[config.mk]
export PLATFORM = sky130hd
export DESIGN_NAME = sar_seq_top
export DESIGN_NICKNAME = d
export VERILOG_FILES = /design/src/rtl/sar_seq_pkg.sv /design/src/rtl/sar_clkdiv.sv /design/src/rtl/sar_approx_reg.sv /design/src/rtl/sar_result_fmt.sv /design/src/rtl/sar_seq_top.sv
export SDC_FILE = /design/constraint.sdc
export NUM_CORES = 1
export LEC_CHECK = 0
export BUFFER_PORTS_ARGS = -buffer_cell sky130_fd_sc_hd__buf_2
export CORE_ASPECT_RATIO = 1.1
export CORE_MARGIN = 2
export CORE_UTILIZATION = 40
export CTS_CLUSTER_SIZE = 24
export DETAILED_ROUTE_END_ITERATION = 10
export PLACE_DENSITY = 0.69
export SETUP_SLACK_MARGIN = 0.3
export SKIP_LAST_GASP = 1
export SLEW_MARGIN = 0
export SYNTH_ARGS = -nofsm -noshare
export SYNTH_HDL_FRONTEND = slang
export SYNTH_SLANG_ARGS = --single-unit
[constraint.sdc]
create_clock -name clk -period 4.2 [get_ports clk]
set_input_delay 0.63 -clock clk [delete_from_list [all_inputs] [get_ports clk]]
set_output_delay 0.63 -clock clk [all_outputs]
set_load 0.005 [all_outputs]
[src/rtl/sar_seq_pkg.sv]
package sar_seq_pkg;

    typedef enum logic [1:0] {
        ST_IDLE  = 2'd0,
        ST_ACQ   = 2'd1,
        ST_TRIAL = 2'd2,
        ST_WRITE = 2'd3
    } seq_state_t;

    typedef enum logic [1:0] {
        MODE_SINGLE = 2'd0,
        MODE_PSEUDO = 2'd1,
        MODE_DIFF   = 2'd2,
        MODE_DIFF2  = 2'd3
    } in_mode_t;

    localparam int CTRL_W       = 16;
    localparam logic [15:0] CTRL_RESET = 16'h0600;
    localparam logic [15:0] CTRL_MASK  = 16'h06E7;
    localparam int EN_BIT       = 0;
    localparam int MODE_LSB     = 1;
    localparam int DIV_LSB      = 5;
    localparam int DIV_CODE_W   = 3;
    localparam int ACQ_LSB      = 9;
    localparam int ACQ_CODE_W   = 2;

endpackage

[src/rtl/sar_clkdiv.sv]
module sar_clkdiv #(
    parameter int CNT_W = 9
) (
    input  logic             clk,
    input  logic             rst_n,
    input  logic             run,
    input  logic [CNT_W-1:0] div_val,
    output logic             tick
);

    logic [CNT_W-1:0] cnt_q;

    assign tick = run && (cnt_q == div_val - CNT_W'(1));

    always_ff @(posedge clk or negedge rst_n) begin
        if (!rst_n) begin
            cnt_q <= '0;
        end else if (!run || tick) begin
            cnt_q <= '0;
        end else begin
            cnt_q <= cnt_q + CNT_W'(1);
        end
    end

endmodule

[src/rtl/sar_approx_reg.sv]
module sar_approx_reg #(
    parameter int RES_W = 12
) (
    input  logic             clk,
    input  logic             rst_n,
    input  logic             load,
    input  logic             step,
    input  logic             cmp_in,
    output logic [RES_W-1:0] code
);

    logic [RES_W-1:0] res_q;
    logic [RES_W-1:0] mask_q;

    assign code = res_q | mask_q;

    always_ff @(posedge clk or negedge rst_n) begin
        if (!rst_n) begin
            res_q  <= '0;
            mask_q <= '0;
        end else if (load) begin
            res_q  <= '0;
            mask_q <= {1'b1, {(RES_W-1){1'b0}}};
        end else if (step) begin
            if (cmp_in) begin
                res_q <= res_q | mask_q;
            end
            mask_q <= mask_q >> 1;
        end
    end

endmodule

[src/rtl/sar_result_fmt.sv]
module sar_result_fmt
    import sar_seq_pkg::*;
#(
    parameter int RES_W   = 12,
    parameter int RES_LSB = 16,
    parameter int DATA_W  = 32
) (
    input  in_mode_t          mode,
    input  logic [RES_W-1:0]  code,
    output logic [DATA_W-1:0] word
);

    localparam int SIGN_W = DATA_W - RES_LSB - RES_W;

    logic             twos;
    logic [RES_W-1:0] field;
    logic [SIGN_W-1:0] sign;

    always_comb begin
        twos  = (mode == MODE_DIFF) || (mode == MODE_DIFF2);
        field = code;
        if (twos) begin
            field[RES_W-1] = ~code[RES_W-1];
        end
        sign = twos ? {SIGN_W{field[RES_W-1]}} : '0;
        word = {sign, field, {RES_LSB{1'b0}}};
    end

endmodule

[src/rtl/sar_seq_top.sv]
module sar_seq_top
    import sar_seq_pkg::*;
#(
    parameter int RES_W      = 12,
    parameter int RES_LSB    = 16,
    parameter int DATA_W     = 32,
    parameter int CH_W       = 4,
    parameter int TEMP_CH    = 15,
    parameter int EXTRA_CLKS = 19,
    parameter int TEMP_ACQ   = 16,
    parameter int TEMP_DIV   = 32,
    parameter int CNT_W      = 9
) (
    input  logic              clk,
    input  logic              rst_n,
    input  logic              cfg_wr,
    input  logic [15:0]       cfg_wdata,
    output logic [15:0]       cfg_rdata,
    input  logic [CH_W-1:0]   chan_sel,
    input  logic              start,
    input  logic              cmp_in,
    output logic [RES_W-1:0]  dac_code,
    output logic              sample,
    output logic              busy,
    output logic              status,
    output logic              irq,
    input  logic              data_rd,
    output logic [DATA_W-1:0] data_out
);

    localparam int WRITE_CLKS = EXTRA_CLKS - RES_W;
    localparam int PH_W       = $clog2(TEMP_ACQ + EXTRA_CLKS + 1);

    seq_state_t state_q, state_d;

    logic [15:0]        ctrl_q;
    logic [CNT_W-1:0]   div_q, div_sel;
    logic [PH_W-1:0]    acq_q, acq_sel, ph_cnt_q;
    in_mode_t           mode_q;
    logic               is_temp, go, tick;
    logic               acq_last, trial_last, write_last, phase_end;
    logic               sar_load, sar_step, run;
    logic               status_q, irq_q;
    logic [DATA_W-1:0]  data_q, fmt_word;
    logic [DIV_CODE_W-1:0] div_code;
    logic [ACQ_CODE_W-1:0] acq_code;

    // Control register and per-conversion timing selection
    assign cfg_rdata = ctrl_q;
    assign div_code  = ctrl_q[DIV_LSB +: DIV_CODE_W];
    assign acq_code  = ctrl_q[ACQ_LSB +: ACQ_CODE_W];
    assign is_temp   = (chan_sel == CH_W'(TEMP_CH));
    assign div_sel   = is_temp ? CNT_W'(TEMP_DIV) : (CNT_W'(2) << div_code);
    assign acq_sel   = is_temp ? PH_W'(TEMP_ACQ)  : (PH_W'(1) << acq_code);
    assign go        = start && ctrl_q[EN_BIT] && (state_q == ST_IDLE);

    always_ff @(posedge clk or negedge rst_n) begin
        if (!rst_n) begin
            ctrl_q <= CTRL_RESET;
        end else if (cfg_wr) begin
            ctrl_q <= cfg_wdata & CTRL_MASK;
        end
    end

    always_ff @(posedge clk or negedge rst_n) begin
        if (!rst_n) begin
            div_q  <= CNT_W'(2);
            acq_q  <= PH_W'(8);
            mode_q <= MODE_SINGLE;
        end else if (go) begin
            div_q  <= div_sel;
            acq_q  <= acq_sel;
            mode_q <= in_mode_t'(ctrl_q[MODE_LSB +: 2]);
        end
    end

    // ADC clock and phase counting
    sar_clkdiv #(.CNT_W(CNT_W)) u_clkdiv (
        .clk     (clk),
        .rst_n   (rst_n),
        .run     (run),
        .div_val (div_q),
        .tick    (tick)
    );

    assign acq_last   = tick && (state_q == ST_ACQ)   && (ph_cnt_q == acq_q - PH_W'(1));
    assign trial_last = tick && (state_q == ST_TRIAL) && (ph_cnt_q == PH_W'(RES_W - 1));
    assign write_last = tick && (state_q == ST_WRITE) && (ph_cnt_q == PH_W'(WRITE_CLKS - 1));
    assign phase_end  = acq_last || trial_last || write_last;

    always_ff @(posedge clk or negedge rst_n) begin
        if (!rst_n) begin
            ph_cnt_q <= '0;
        end else if (go || (tick && phase_end)) begin
            ph_cnt_q <= '0;
        end else if (tick) begin
            ph_cnt_q <= ph_cnt_q + PH_W'(1);
        end
    end

    // State register
    always_ff @(posedge clk or negedge rst_n) begin
        if (!rst_n) begin
            state_q <= ST_IDLE;
        end else begin
            state_q <= state_d;
        end
    end

    // Next state and outputs
    always_comb begin
        state_d  = state_q;
        run      = 1'b1;
        sample   = 1'b0;
        sar_load = 1'b0;
        sar_step = 1'b0;
        unique case (state_q)
            ST_IDLE: begin
                run = 1'b0;
                if (go) state_d = ST_ACQ;
            end
            ST_ACQ: begin
                sample = 1'b1;
                if (acq_last) begin
                    sar_load = 1'b1;
                    state_d  = ST_TRIAL;
                end
            end
            ST_TRIAL: begin
                sar_step = tick;
                if (trial_last) state_d = ST_WRITE;
            end
            ST_WRITE: begin
                if (write_last) state_d = ST_IDLE;
            end
        endcase
        busy = (state_q != ST_IDLE);
    end

    // Successive approximation and result formatting
    sar_approx_reg #(.RES_W(RES_W)) u_sar (
        .clk    (clk),
        .rst_n  (rst_n),
        .load   (sar_load),
        .step   (sar_step),
        .cmp_in (cmp_in),
        .code   (dac_code)
    );

    sar_result_fmt #(.RES_W(RES_W), .RES_LSB(RES_LSB), .DATA_W(DATA_W)) u_fmt (
        .mode (mode_q),
        .code (dac_code),
        .word (fmt_word)
    );

    always_ff @(posedge clk or negedge rst_n) begin
        if (!rst_n) begin
            data_q   <= '0;
            status_q <= 1'b0;
            irq_q    <= 1'b0;
        end else if (write_last) begin
            data_q   <= fmt_word;
            status_q <= 1'b1;
            irq_q    <= 1'b1;
        end else if (go || data_rd) begin
            status_q <= 1'b0;
            irq_q    <= 1'b0;
        end
    end

    assign status   = status_q;
    assign irq      = irq_q;
    assign data_out = data_q;

endmodule

== Yosys cells after proc, flatten, opt, wreduce, memory -nomap -nowiden ==
Index checks and enable logic that the tools add are counted.
Word-level totals
  register bits: 83
  word-level logic and storage cells: 81
Operators by class
  muxes and demuxes: 24
  add/subtract/negate cells: 4
  equal/unequal tests: 14
  shift-type cells: 2
  bitwise gates (word level): 2
  reductions and logical operators: 24
Operators with widths (number)
  $mux 12: 5
  $mux 6: 3
  $mux 9: 2
  $or 12x12->12: 1
  $logic_and 1x1->1: 10
  $reduce_bool 2->1: 5
  $add 9x1->9 const B: 1
  $eq 9x9->1: 1
  $shl 2x3->9 const A: 1
  $sub 9x1->9 const B: 1
  $eq 2x2->1 const B: 4
  $mux 1: 8
  $mux 2: 4
  $ne 2x2->1 const B: 4
  $pmux 2 s4: 1
  $add 6x1->6 const B: 1
  $eq 6x3->1 const B: 1
  $eq 6x4->1 const B: 1
  $eq 6x6->1: 1
  $logic_or 1x1->1: 6
  $shl 1x2->6 const A: 1
  $sub 6x1->6 const B: 1
  $eq 4x4->1 const B: 1
  $mux 4: 1
  5 further kinds: 5

== Logic depth before layout (Yosys ltp) ==
  depth after elaboration: 10
  depth in mapped cells: 10
  gate-level depth less buffers: 9

== By module ==
A second synthesis with hierarchy kept.
Second synthesis, totals
  cell total of the unflattened synthesis: 435
  area total of the unflattened synthesis: 4887.2 um2
By module, submodules not included
  sar_seq_top: seq. area each 1606.5 um2, cells an instance 223, times used 1, area an instance 2855.2 um2
  sar_approx_reg: seq. area each 600.6 um2, cells an instance 90, times used 1, area an instance 1027.2 um2
  sar_clkdiv: seq. area each 225.2 um2, cells an instance 87, times used 1, area an instance 752.0 um2
  sar_result_fmt: seq. area each 0.0 um2, cells an instance 35, times used 1, area an instance 252.7 um2

== Worst setup path before layout ==
Ideal clock, no wire load.
  path kind: register to register
  from: register div_q[3]
  to: register state_q[0]
  setup time: 126 ps
  stages on the path, launching flop included: 9
  required time: 4074 ps
  slack: 1225 ps
  data arrival time: 2849 ps
  cell sequence: dfrtp_1 > or4_1 > buf_2 > or4_1 > a21o_1 > a2111o_4 > o21ai_2 > o21ai_0 > o32a_1
On the way
  word-level cells in the longest chain between the ends: 7
  elaborated cells on any way between the ends: 13
  those cells by class: add/sub: 1; eq/ne: 4; reduce/logical: 8
Ends and longest elaborated chain
  start, declared: line sar_seq_top.sv:37  | logic [CNT_W-1:0] div_q, div_sel;
  start signal, assigned: line sar_seq_top.sv:71  | div_q <= div_sel;
  $sub 9x1->9 (*): line sar_clkdiv.sv:13  | assign tick = run && (cnt_q == div_val - CNT_W'(1));
  $eq 9x9->1 (*): line sar_clkdiv.sv:13
  $logic_and 1x1->1 (*): line sar_clkdiv.sv:13
  $logic_and 1x1->1 (on tied branches) (2 in series): line sar_seq_top.sv:88, sar_seq_top.sv:86, sar_seq_top.sv:87
  $ne 2x2->1 (no line)
  $reduce_and 4->1 (no line) (*)
  end signal, assigned: line sar_seq_top.sv:106  | state_q <= state_d;
  end, declared: line sar_seq_top.sv:34  | seq_state_t state_q, state_d;
Mark *: on every way between the ends. The rest lies on a longest branch, timed or not.
A chain may end at the register's enable or synchronous reset.

== Worst setup path after layout ==
Ends and elaborated chain as after synthesis.

==> results.toml <==
[final_layout]
multi_input_area_um2 = 1785
area_growth_pct = 9.212
drive_gt1_share_pct = 27.17
nNetsFinal = 459
fillerInstances = 938
ff_latch_area_um2 = 1932
diodes = 0
finalNonFillerCells = 547

[logic_synthesis]
synth-compound-area-share_pct = 10.92
synth_area_um2 = 4034
synth-seq-cells = 77
synthDistinctLibCells = 53
synth-seq-area-share_pct = 47.89
synthAdderAreaFrac_pct = 3.412
synth_top_family_by_area = "simple AND/OR/NAND/NOR gates"
synthXorXnorAreaFrac_pct = 6.297
synth_cells = 382
synthMuxAreaShare_pct = 7.072
synth_ff_type = "dfrtp_1"
async_reset_ff_share_pct = 100.0
yosys_warnings = 0
syn_avg_cell_area_um2 = 10.56
synth-simple-area-share_pct = 14.33
synth_edf_count = 0

[sta]
setup_viol = 0
hold_violations = 0
fin_crit_sh_pct = 76.92
post-route-min-period_ns = 3.231
fmax_mhz = 309.5
slew_headroom_pct = 36.27
grt_setup_unrepaired = "no"
finalSetupTns_ns = 0
finClkSkew_ns = 0.01359
tightest_slew_ns = 0.9559
slew_viol_final = 0
fin_ws_ns = 0.9693
finalHoldWorstSlack_ns = 0.4113

[route]
dr.pass1.iters = 4
routed_wl_um = 7283
post-route-drc-count = 0
wl_per_cell_um = 13.31
routed_via_density = 5.033
ant_nets = 0
drt_iter0_drc = 83
vias = 2753

[global_route]
antenna_found_initial = 0
grt_max_degree = 78
grt_overflow_total = 0
grt_usage_pct = 14.19
grt_pass1_wl_um = 12270
grt_pass1_vias = 2607

[placed_design]
io_buffers = 57
post-dp-hpwl_um = 5203
dp_cells = 531
routabilityCongestion = 0.7735
post-place-ws_ns = 0.9675

[clock_network]
cts_hold_buf = 0
cts.sink_count = 77
htreeDepth = 3
cts_root_buf = "clkbuf_8"
cts_buffers = 9
clk_pin_slew_worst_paths_ns = 0.09
insertion_delay_ns = 0.36
clockBufferDepth = 2
cts_tree = "done"
ctsResizeCount = 0
cts_setup_buffers = 0

[die]
die_h_um = 109.3
die-width_um = 99.75
rows = 38
coreArea_um2 = 9842
fp.dieArea_um2 = 10910
start_util_pct = 40.99
ios = 90

[setup_path]
path_class = "flip-flop to flip-flop"
crit_start = "div_q[3]"
cp_num_buf_inv = 0
critical_path_arrival_ns = 3.48
crit_fanout = 8
cp-start-kind = "flip-flop"
worstReg2RegStart = "div_q[3]"
slowest_stage = "or4_1"
critical_path.cell_chain = "or4_1, or4_1, a21o_1, a2111o_4, nor2b_4, o21ai_0, o32a_1"
endpoint_kind = "flip-flop"
crit_top_cell = "or4_1"
crit_family = "simple AND/OR/NAND/NOR gates"
required_ns = 4.45
cpPeakStageDelay_ns = 0.63

[hold_path]
holdCritPathClass = "primary input to asynchronous set/reset pin"

[run_status]
status = "finished clean"

[power]
power_density_nw_per_um2 = 305.3
vdd_drop_max_mv = 0.1917
power.leakage_nw = 2.279

[job]
drv_cap = 0
final timing paths:
kind                                 to  slack, ns  depth (start not counted)
min in group clk           cfg_rdata[9]       0.48                          3
hold / removal             data_out[18]       0.41                          1
max in group asynchronous  cfg_rdata[5]       3.16                          1
hold reg to reg            data_out[27]       0.49                          2
setup reg to reg             state_q[0]       0.97                          7
setup / recovery             state_q[0]       0.97                          7
cell usage after synthesis (all sizes together), types with 2 or more instances:
library cell  number  area, µm²
inv               12      45.04
or4                2      15.01
xor2              16      140.1
nand4              4      25.02
nor4b              2      17.52
a21oi             14      70.07
o21ai             16      83.83
mux2              20      225.2
a21o               3      22.52
or2               15      93.84
dfstp              4      105.1
nand2             17      66.32
clkbuf             9      33.78
dfrtp             73       1827
mux2i              6      60.06
o2111ai            4      35.03
nand3             11      55.05
xnor2             13      113.9
nor4               2      12.51
nor2b              3      26.27
nor3               5      25.02
nand2b             2      12.51
nor2              41      153.9
buf               44      324.1
a22o               8      70.07
ha                11      137.6
a32o               5      50.05
worst reg2reg max path, stage by stage (launching register included):
cell and delay [ns]:
dfrtp_1 0.46, or4_1 0.63, or4_1 0.55, a21o_1 0.24
a2111o_4 0.57, nor2b_4 0.21, o21ai_0 0.15, o32a_1 0.31
cells in the final DEF, fill, tap and decap left out, drive strengths merged, types with 2 or more instances in the layout:
cell type	instances
a21o	3
a21oi	14
a22o	8
a32o	5
buf	59
clkbuf	9
clkinvlp	2
conb	24
dfrtp	73
dfstp	4
ha	11
inv	16
mux2	20
mux2i	6
nand2	17
nand2b	2
nand3	11
nand4	4
nor2	41
nor2b	3
nor3	5
nor4	2
nor4b	2
o2111ai	4
o21ai	16
or2	15
or4	2
xnor2	13
xor2	16
metal layers:
| metal | global-route usage [%] | up-vias | share of wire [%] |
|---|---|---|---|
| met4 | 6.947 | 0 | 2.2 |
| met2 | 23.31 | 67 | 49 |
| met1 | 17.97 | 1340 | 44 |
| met5 | 0 | - | 0 |
| met3 | 2.861 | 13 | 4.1 |
| li1 | - | 1333 | - |
flip-flops by register name, indices dropped and copies added, names as in the netlist:
name / cells
data_out: 13
u_sar.mask_q: 12
u_sar.res_q: 12
u_clkdiv.cnt_q: 9
cfg_rdata: 8
div_q: 8
ph_cnt_q: 6
acq_q: 5
state_q: 2
irq: 1
mode_q: 1
cell type report:
cell class / count / area share [%]
timing repair buffer: 59 / 6.873
multi-input combinational: 263 / 40.53
clock inverter: 7 / 1.505
tap: 120 / 3.408
sequential: 77 / 43.85
clock buffer: 9 / 2.812
inverter: 12 / 1.022
per-stage QoR:
step	utilization [%]	area (µm²)	total power [W]
floorplan	-	4120	0.0008073
global placement	42.83	4215	0.0008242
detailed placement	42.83	4215	0.0008258
CTS	44.76	4405	0.001365
global route	44.76	4405	0.001408
finish	44.76	4405	0.001345
cell families (layout without fill, tap and decap cells):
family          Yosys count  count (layout)
fa+ha+maj                11              11
xor+xnor                 29              29
flops                    77              77
simple gates            113             113
mux                      26              26
buf+inv                  65              87
compound gates           60              60
other cells               1              24
report_power, final:
group	switching, W	internal (W)
combinational	0.0000322	0.0000185
sequential	0.00000903	0.000750
clock	0.000308	0.000227
total	0.000349	0.000996
Note: power is estimated with default switching activity, not from simulation.
